--- src/rtl/prot_cfg_pkg.sv ---
package prot_cfg_pkg;
  localparam int unsigned CFG_R = 0;
  localparam int unsigned CFG_W = 1;
  localparam int unsigned CFG_X = 2;
  localparam int unsigned CFG_L = 7;

  localparam int unsigned SEC_MML  = 0;
  localparam int unsigned SEC_MMWP = 1;
  localparam int unsigned SEC_RLB  = 2;
  localparam int unsigned SEC_W    = 3;

  typedef enum logic [1:0] {
    MODE_OFF   = 2'd0,
    MODE_TOR   = 2'd1,
    MODE_NA4   = 2'd2,
    MODE_NAPOT = 2'd3
  } match_mode_e;

  typedef enum logic [1:0] {
    SEL_CFG  = 2'd0,
    SEL_ADDR = 2'd1,
    SEL_SEC  = 2'd2,
    SEL_NONE = 2'd3
  } csr_sel_e;

  function automatic match_mode_e cfg_mode(input logic [7:0] c);
    return match_mode_e'(c[4:3]);
  endfunction
endpackage

--- src/rtl/prot_cfg_entry.sv ---
module prot_cfg_entry
  import prot_cfg_pkg::*;
#(
  parameter int unsigned XLEN = 32
) (
  input  logic            clk_i,
  input  logic            rst_ni,
  input  logic            cfg_we_i,
  input  logic [7:0]      cfg_wdata_i,
  input  logic            addr_we_i,
  input  logic [XLEN-1:0] addr_wdata_i,
  input  logic            next_tor_lock_i,
  input  logic            mml_i,
  input  logic            rlb_i,
  output logic [7:0]      cfg_o,
  output logic [XLEN-1:0] addr_o,
  output logic            locked_o,
  output logic            tor_locked_o
);
  logic [7:0]      cfg_q;
  logic [XLEN-1:0] addr_q;
  logic            lock_q;
  logic            wr_lock, wr_x;
  logic            mml_ok, cfg_ok, addr_ok;

  assign lock_q  = cfg_q[CFG_L];
  assign wr_lock = cfg_wdata_i[CFG_L];
  assign wr_x    = cfg_wdata_i[CFG_X];

  // lockdown admits lock-without-exec, or unlocked bytes that are not the W+X code
  always_comb begin
    mml_ok = wr_lock ? !wr_x : (cfg_wdata_i[2:0] != 3'b110);
    if (rlb_i)       cfg_ok = 1'b1;
    else if (mml_i)  cfg_ok = mml_ok;
    else             cfg_ok = !lock_q;
  end

  assign addr_ok = !lock_q && !next_tor_lock_i;

  always_ff @(posedge clk_i or negedge rst_ni) begin
    if (!rst_ni) begin
      cfg_q  <= '0;
      addr_q <= '0;
    end else begin
      if (cfg_we_i && cfg_ok)   cfg_q  <= cfg_wdata_i;
      if (addr_we_i && addr_ok) addr_q <= addr_wdata_i;
    end
  end

  assign cfg_o        = cfg_q;
  assign addr_o       = addr_q;
  assign locked_o     = lock_q;
  assign tor_locked_o = lock_q && (cfg_mode(cfg_q) == MODE_TOR);

  a_r3_locked_cfg_hold: assert property (@(posedge clk_i) disable iff (!rst_ni)
    cfg_we_i && lock_q && !rlb_i && !mml_i |=> $stable(cfg_q));
  a_r4_bypass_write: assert property (@(posedge clk_i) disable iff (!rst_ni)
    cfg_we_i && rlb_i |=> cfg_q == $past(cfg_wdata_i));
  a_r6_mml_lock_exec_drop: assert property (@(posedge clk_i) disable iff (!rst_ni)
    cfg_we_i && mml_i && !rlb_i && cfg_wdata_i[CFG_L] && cfg_wdata_i[CFG_X] |=> $stable(cfg_q));
  a_r7_addr_own_lock: assert property (@(posedge clk_i) disable iff (!rst_ni)
    addr_we_i && lock_q |=> $stable(addr_q));
  a_r8_addr_next_tor: assert property (@(posedge clk_i) disable iff (!rst_ni)
    addr_we_i && next_tor_lock_i |=> $stable(addr_q));
endmodule

--- src/rtl/prot_cfg_sec.sv ---
module prot_cfg_sec
  import prot_cfg_pkg::*;
(
  input  logic             clk_i,
  input  logic             rst_ni,
  input  logic             we_i,
  input  logic [SEC_W-1:0] wdata_i,
  input  logic             any_lock_i,
  output logic [SEC_W-1:0] sec_o
);
  logic [SEC_W-1:0] sec_q, sec_d;

  always_comb begin
    sec_d = wdata_i;
    if (!sec_q[SEC_RLB] && any_lock_i) sec_d[SEC_RLB] = 1'b0;
    sec_d[SEC_MML]  = sec_d[SEC_MML]  | sec_q[SEC_MML];
    sec_d[SEC_MMWP] = sec_d[SEC_MMWP] | sec_q[SEC_MMWP];
  end

  always_ff @(posedge clk_i or negedge rst_ni) begin
    if (!rst_ni)   sec_q <= '0;
    else if (we_i) sec_q <= sec_d;
  end

  assign sec_o = sec_q;

  a_r9_mml_sticky: assert property (@(posedge clk_i) disable iff (!rst_ni)
    sec_q[SEC_MML] |=> sec_q[SEC_MML]);
  a_r9_mmwp_sticky: assert property (@(posedge clk_i) disable iff (!rst_ni)
    sec_q[SEC_MMWP] |=> sec_q[SEC_MMWP]);
  a_r10_rlb_blocked: assert property (@(posedge clk_i) disable iff (!rst_ni)
    !sec_q[SEC_RLB] && any_lock_i |=> !sec_q[SEC_RLB]);
endmodule

--- src/rtl/prot_cfg_regfile.sv ---
module prot_cfg_regfile
  import prot_cfg_pkg::*;
#(
  parameter int unsigned NUM_ENTRIES = 16,
  parameter int unsigned XLEN        = 32,
  parameter int unsigned IDX_W       = $clog2(NUM_ENTRIES) + 1
) (
  input  logic                        clk_i,
  input  logic                        rst_ni,
  input  logic                        csr_we_i,
  input  logic [1:0]                  csr_sel_i,
  input  logic [IDX_W-1:0]            csr_idx_i,
  input  logic [XLEN-1:0]             csr_wdata_i,
  output logic [XLEN-1:0]             csr_rdata_o,
  output logic [NUM_ENTRIES*8-1:0]    cfg_o,
  output logic [NUM_ENTRIES*XLEN-1:0] addr_o,
  output logic [SEC_W-1:0]            sec_o
);
  localparam int unsigned BYTES    = XLEN / 8;
  localparam int unsigned CFG_REGS = (NUM_ENTRIES + BYTES - 1) / BYTES;
  localparam int unsigned ENT_W    = $clog2(NUM_ENTRIES);

  csr_sel_e         sel;
  logic [7:0]       cfg_arr  [NUM_ENTRIES];
  logic [XLEN-1:0]  addr_arr [NUM_ENTRIES];
  logic [NUM_ENTRIES-1:0] locked, tor_locked;
  logic [SEC_W-1:0] sec_q;

  assign sel = csr_sel_e'(csr_sel_i);

  for (genvar i = 0; i < NUM_ENTRIES; i++) begin : g_entry
    logic cfg_we, addr_we, next_tor;
    assign cfg_we  = csr_we_i && (sel == SEL_CFG)  && (csr_idx_i == IDX_W'(i / BYTES));
    assign addr_we = csr_we_i && (sel == SEL_ADDR) && (csr_idx_i == IDX_W'(i));
    if (i == NUM_ENTRIES - 1) begin : g_last
      assign next_tor = 1'b0;
    end else begin : g_mid
      assign next_tor = tor_locked[i+1];
    end

    prot_cfg_entry #(.XLEN(XLEN)) u_entry (
      .clk_i           (clk_i),
      .rst_ni          (rst_ni),
      .cfg_we_i        (cfg_we),
      .cfg_wdata_i     (csr_wdata_i[(i % BYTES)*8 +: 8]),
      .addr_we_i       (addr_we),
      .addr_wdata_i    (csr_wdata_i),
      .next_tor_lock_i (next_tor),
      .mml_i           (sec_q[SEC_MML]),
      .rlb_i           (sec_q[SEC_RLB]),
      .cfg_o           (cfg_arr[i]),
      .addr_o          (addr_arr[i]),
      .locked_o        (locked[i]),
      .tor_locked_o    (tor_locked[i])
    );

    assign cfg_o[i*8 +: 8]       = cfg_arr[i];
    assign addr_o[i*XLEN +: XLEN] = addr_arr[i];
  end

  prot_cfg_sec u_sec (
    .clk_i      (clk_i),
    .rst_ni     (rst_ni),
    .we_i       (csr_we_i && (sel == SEL_SEC)),
    .wdata_i    (csr_wdata_i[SEC_W-1:0]),
    .any_lock_i (|locked),
    .sec_o      (sec_q)
  );

  assign sec_o = sec_q;

  always_comb begin
    int e;
    e = 0;
    csr_rdata_o = '0;
    unique case (sel)
      SEL_CFG: begin
        if (int'(csr_idx_i) < CFG_REGS) begin
          for (int b = 0; b < BYTES; b++) begin
            e = int'(csr_idx_i) * BYTES + b;
            if (e < NUM_ENTRIES) csr_rdata_o[b*8 +: 8] = cfg_arr[e];
          end
        end
      end
      SEL_ADDR: begin
        if (int'(csr_idx_i) < NUM_ENTRIES) csr_rdata_o = addr_arr[csr_idx_i[ENT_W-1:0]];
      end
      SEL_SEC:  csr_rdata_o[SEC_W-1:0] = sec_q;
      default:  csr_rdata_o = '0;
    endcase
  end

  a_r11_oob_addr_write: assert property (@(posedge clk_i) disable iff (!rst_ni)
    csr_we_i && sel == SEL_ADDR && int'(csr_idx_i) >= NUM_ENTRIES |=> $stable(addr_o) && $stable(cfg_o));
  a_r11_oob_cfg_write: assert property (@(posedge clk_i) disable iff (!rst_ni)
    csr_we_i && sel == SEL_CFG && int'(csr_idx_i) >= CFG_REGS |=> $stable(addr_o) && $stable(cfg_o));
  a_r11_oob_read_zero: assert property (@(posedge clk_i) disable iff (!rst_ni)
    sel == SEL_ADDR && int'(csr_idx_i) >= NUM_ENTRIES |-> csr_rdata_o == '0);
endmodule

--- config.mk ---
export PLATFORM = sky130hd
export DESIGN_NAME = prot_cfg_regfile
export DESIGN_NICKNAME = d
export VERILOG_FILES = /design/src/rtl/prot_cfg_pkg.sv /design/src/rtl/prot_cfg_entry.sv /design/src/rtl/prot_cfg_sec.sv /design/src/rtl/prot_cfg_regfile.sv
export SDC_FILE = /design/constraint.sdc
export NUM_CORES = 1
export LEC_CHECK = 0
export BUFFER_PORTS_ARGS = -buffer_cell sky130_fd_sc_hd__clkbuf_2
export CORE_MARGIN = 2
export CORE_UTILIZATION = 40
export DETAILED_ROUTE_END_ITERATION = 7
export HOLD_SLACK_MARGIN = 0.05
export PLACE_DENSITY = 0.64
export SLEW_MARGIN = 25
export SYNTH_ARGS = -nofsm -noshare
export SYNTH_HDL_FRONTEND = slang
export SYNTH_SLANG_ARGS = --single-unit
--- constraint.sdc ---
create_clock -name clk_i -period 2.15 [get_ports clk_i]
set_input_delay 0.1075 -clock clk_i [delete_from_list [all_inputs] [get_ports clk_i]]
set_output_delay 0.1075 -clock clk_i [all_outputs]
set_load 0.005 [all_outputs]
Yosys cells after proc, flatten, opt, wreduce, memory -nomap -nowiden
Index checks and enable logic that the tools add are counted.
- ROM bits: 0
- memory bits (writable): 0
- bits of input ports: 42
- register bits: 643
- word-level logic and storage cells: 275
- bits in latches: 0
- memories kept: 0
- shifts and indexed selects: 0
- multiplexer cells: 60
- order comparisons: 11
- reduce and logical (&&, ||, !) cells: 125
- multipliers: 0
- div/mod/pow operators: 0
- bitwise logic cells: 7
- equality and inequality tests: 36
- add/subtract/negate cells: 3
- operator list (kind ; count):
    $bmux 32 s4 ; 1
    $bmux 8 s4 ; 4
    $ge 32x5->1 const B ; 4
    $mux 32 ; 4
    $mux 8 ; 12
    $not 8->32 ; 3
    $logic_and 1x1->1 ; 86
    $pmux 29 s2 ; 1
    $eq 5x4->1 const B ; 8
    $mux 1 ; 37
    $logic_not 1->1 ; 36
    $eq 2x1->1 const B ; 16
    $not 7->32 ; 1
    $lt 8x5->1 const B ; 3
    $eq 5x3->1 const B ; 4
    $add 7x2->8 const B ; 2
    $reduce_or 16->1 ; 1
    $ne 3x3->1 const B ; 4
    $eq 5x2->1 const B ; 2
    $pmux 3 s3 ; 1
    $add 7x1->8 const B ; 1
    $lt 7x5->1 const B ; 1
    $eq 5x1->1 const B ; 1
    $ge 5x5->1 const B ; 1
    7 further kinds ; 8

Longest topological paths before layout
- word-level depth: 8
- depth in mapped cells: 7
- mapped depth without buffers: 5

By module
From an unflattened synthesis, not the netlist that was laid out.
- cells, all modules: 1869
- area total of the unflattened synthesis: 30057.6 sq um
- modules (own cells, without submodules) (module ; instances ; cells an instance ; seq. area each (sq um) ; area each (sq um)):
    prot_cfg_entry ; 16 ; 92 ; 1001.0 ; 1552.7
    prot_cfg_regfile ; 1 ; 389 ; 0.0 ; 5099.9
    prot_cfg_sec ; 1 ; 8 ; 75.1 ; 113.9

Least setup slack after synthesis
No wires, ideal clock.
- path kind: input to register
- start point: input csr_idx_i[2]
- end point: register g_entry[4].u_entry.cfg_q[0]
- buffers on the path: 2
- required time: 2.025 ns
- setup slack: 0.193 ns
- stages: 7
- arrival time: 1.833 ns
- path through: buf_4 -> or4_4 -> nor2_8 -> nand4b_2 -> buf_2 -> a21oi_4 -> mux2_2
- word-level cells in the longest chain between the ends: 3
- RTL lines (item ; RTL line ; RTL):
    start, declared ; prot_cfg_regfile.sv:12 ; input logic [IDX_W-1:0] csr_idx_i,
    $eq 5x1->1 ; prot_cfg_regfile.sv:33 ; assign cfg_we = csr_we_i && (sel == SEL_CFG) && (csr_idx_i == IDX_W'(i / BYTES));
    $logic_and 1x1->1 ; prot_cfg_regfile.sv:33 ;
    $logic_and 1x1->1 ; prot_cfg_entry.sv:45 ; if (cfg_we_i && cfg_ok) cfg_q <= cfg_wdata_i;
    end signal, assigned ; prot_cfg_entry.sv:45 ;
    end, declared ; prot_cfg_entry.sv:20 ; logic [7:0] cfg_q;
No other way between the ends.
A chain may end at the register's enable or synchronous reset.

Worst setup path in the final report
- start point: register g_entry[2].u_entry.addr_q[4]
- end point: output csr_rdata_o[4]
- word-level cells in the longest chain between the ends: 5
- RTL lines (item ; RTL line ; RTL):
    start, declared ; prot_cfg_entry.sv:21 ; logic [XLEN-1:0] addr_q;
    start signal, assigned ; prot_cfg_entry.sv:46 ; if (addr_we_i && addr_ok) addr_q <= addr_wdata_i;
    $bmux 32 s4 ; prot_cfg_regfile.sv:86 ; if (int'(csr_idx_i) < NUM_ENTRIES) csr_rdata_o = addr_arr[csr_idx_i[ENT_W-1:0]];
    $mux 32 (implied by the code) (2 in series) ; prot_cfg_regfile.sv:86 ;
    $mux 32 ; prot_cfg_regfile.sv:86 ;
    $pmux 29 s2 ; prot_cfg_regfile.sv:76 ; unique case (sel)
    end, declared ; prot_cfg_regfile.sv:14 ; output logic [XLEN-1:0] csr_rdata_o,
No other way between the ends. The select of a mux whose other input is x is not followed.

==> flow_results.org <==
** Run status
- The flow ran to the end, but the final reports show violations.
- Failing checks :: negative setup slack

** Critical path
- Worst path bufs/invs :: 1
- Launching point of the worst reg2reg path :: g_entry[5].u_entry.cfg_o[7]
- The cell family contributing the most delay on the critical path is multiplexers.
- Critical-path maximum fanout :: 2
- For flop-to-flop paths, the worst setup slack is 0.01 ns.
- Termination of the worst setup path :: csr_rdata_o[4]
- Data on the critical path arrives at its endpoint at 2.10 ns.
- Class of the most critical setup path :: flop to output pin
- The critical path runs through a total of 4 cells.
- In this run the worst setup path begins at g_entry[2].u_entry.addr_o[4].
- Worst Reg-to-Reg Cells :: 6
- The slowest stage of the critical path belongs to the cell mux4_2.
- Crit path capture type :: output pin
- At the worst endpoint, the required time is 2.04 ns.
- The critical path goes through mux4_2 > mux2i_1 > o211ai_1 > clkbuf_2.
- In this design, the stage delay of the slowest critical-path cell is 0.52 ns.
- The worst setup path is launched from a flop.
- The worst register-to-register path ends at g_entry[4].u_entry.addr_o[18].

** STA
- Clock Skews :: 0.0213 ns
- Total count of hold-check failures in the final report :: 0
- Summed over all failing endpoints, the final setup total negative slack is -0.136 ns.
- The worst path uses 103% of the clock period.
- Final worst-path setup slack :: -0.0563 ns
- Setup violations, final :: 4
- Slew at the pin closest to its max-slew limit :: 0.889 ns
- Setup repair after global routing could not meet its margin everywhere.
- Across all hold checks on the routed design, the worst slack comes to 0.0804 ns.
- After layout, the minimum clock period comes to 2.21 ns.
- Measured against its own limit, the worst slew margin works out to 40.7%.
- Count of pins over their slew limit :: 0
- Peak Freq :: 453 MHz

** Clocking
- Clk_lat worst skew :: 0.62 ns
- CTS tree :: yes
- CTS saw 643 sinks.
- In this run the clock root is driven by a clkbuf_16.
- The H-tree generated during clock tree synthesis spans 3 levels.
- No sink is reached through more buffers than the 3 on the longest clock path.
- Clock slew at reported path FFs :: 0.06 ns
- The number of clock buffers added by TritonCTS is 73.

** Synthesis
- The share of synthesized area in the top cell type comes to 54.2%.
- The number of different library cells used by synthesis comes to 42.
- After synthesis, flip-flops and latches occupy 54.2% of the total area.
- In the synthesized netlist the async set-or-reset flop fraction comes to 100%.
- The number of nets handed over by synthesis was 1962.
- In this run, synthesis produced a sequential element count of 643.
- Synthesized instance count :: 1920
- The synthesized design contains 0 enable-type register cells.
- In the post-synthesis netlist, the biggest area contributors are dfrtp_1 (54%), mux2_2 (23%), mux4_2 (12%).
- Among all flip-flop cells after synthesis, the most frequent one is dfrtp_1.
- Area leader, netlist :: dfrtp_1
- During synthesis, Yosys emitted a total of 0 warnings.
- A synthesized cell averages 15.5 um^2.
- Cell area after synthesis :: 29700 um^2

** Route
- First DRT Iteration DRCs :: 1953
- Detailed routing inserted a total of 22300 vias.
- After detailed routing, the average wire length per cell comes to 31.2 um.
- Total length of routed wires :: 119 mm
- Via density per instance :: 5.85
- The first detailed-routing pass ran for 5 iterations.
- In this run the remaining antenna-violating nets after routing total 0.
- Remaining routing DRC violations :: 0

** Floorplanning
- The initialized floorplan defines 99 standard-cell rows.
- Initial Util :: 40.5%
- Floorplan die height :: 276 um
- The floorplan step defined a core boundary enclosing 73200 um^2.
- 717 I/O pins were placed.
- Die Wd :: 276 um
- Full die area :: 76400 um^2

** Layout
- Leaving out fill and tap cells, the most frequent cell in the layout is clkbuf_2.
- Fraction of final layout cells sized beyond drive strength 1 :: 69.3%
- Nets :: 2841
- Compared with the post-synthesis result, the final layout area differs by 31.9%.
- In the layout the commonest cells are clkbuf_2 (705), dfrtp_1 (612), mux2_2 (611).
- With fillers left out, the area of the finished cells amounts to 39100 um^2.

** Global routing
- Via count of the first global-routing pass :: 23100
- Across every metal layer, demand over resource in global routing totals 30.6%.
- The first global-routing pass estimated 170 mm of wire.
- Entering global routing, the biggest net connects 71 pins.
- Sum of overflow across all layers after global routing :: 0
- The initial antenna violation count came to 3.

** Power
- Dividing total power by cell area gives a power density of 797 nW/um^2.
- Static leakage :: 0.0199 uW
- Peak supply drop :: 618 uV
- Power comes to 31200 uW.

** Min path
- Hold Path Class :: input port to flop

** Place
- HPWL after detailed placement :: 83.1 mm
- Weighted congestion reported at the end of routability-driven placement :: 0.896
- IO Port Bufs :: 716
- In this run the cell area measured after placement is 35500 um^2.

** Flow run
- Max Cap Viol :: 0
## kinds of logic after synthesis
logic type             share of synthesized area (%)
AOI/OAI and AO/OA                               3.41
muxes                                           36.9
buffers and inverters                           3.00
DFF                                             54.2
and+or+nand+nor                                 2.46
## metal layers
metal	GRT usage (%)	vias to the layer above	share of wire, %	wire length [um]
met5	0	-	0.022	26
met4	11.7	4	4.2	5010
met3	8.32	271	8.4	9990
met2	50.4	1147	49	57700
met1	38.5	11900	39	46200
li1	-	8943	-	-
## sequential cells by signal, indices dropped and copies added, names as in the netlist
signal,cells
g_entry.u_entry.addr_o,512
g_entry.u_entry.cfg_o,128
u_sec.sec_o,3
## cell usage after synthesis (10+ instances only)
cell type and n:
or2_2 16, mux2i_1 32, o21ai_0 36, mux2_2 611, o211ai_1 35, buf_4 20, nand2_1 49, nor2_1 10
buf_2 51, mux4_2 160, clkbuf_1 123, mux2_1 13, dfrtp_1 643, a22oi_1 35
## metrics by stage
stage               instances  utilization (%)  worst slack (ns)
floorplan                1920                -             0.193
global placement         3554             48.5            0.0317
detailed placement       3554             48.5           -0.0324
CTS                      3761             52.9           -0.0776
global route             3806             53.4            -0.109
finish                   3809             53.4           -0.0563
## worst min path at each step
| stage | startpoint | end | cells after the start |
|---|---|---|---|
| after global routing | csr_idx_i[0] | g_entry[12].u_entry.cfg_o[7] | 4 |
| after global placement | rst_ni | g_entry[12].u_entry.addr_o[1] | 1 |
| after CTS | csr_idx_i[0] | g_entry[12].u_entry.cfg_o[7] | 4 |
| after detailed placement | rst_ni | g_entry[10].u_entry.addr_o[1] | 1 |
| after floorplan | rst_ni | g_entry[0].u_entry.addr_o[0] | 0 |
| final | csr_wdata_i[6] | g_entry[4].u_entry.cfg_o[6] | 2 |
## report_power, final
group,internal [uW],total [uW],switching (uW),leakage (uW)
Sequential,13100,14100,977,0.00870
Combinational,2410,4730,2320,0.0100
Clock,7190,12400,5170,0.00115
Total,22700,31200,8470,0.0199
## repair_timing
item,4_1_cts,5_1_grt
gates resized for setup,50,31
hold endpoints to repair,815,0
hold buffers,26,0
pin swaps,25,22
endpoints found under the setup margin,27,36
buffers inserted,64,47
## area by class of cell
type	count	area, um^2
Fill cell	6130	34100
Sequential cell	643	16100
Multi-Input combinational cell	1077	12900
Timing Repair Buffer	1003	6540
Clock buffer	100	2050
Tap cell	959	1200
Clock inverter	23	268
Antenna cell	3	7.51
Inverter	1	3.75
Note: power is estimated with default switching activity, not from simulation.
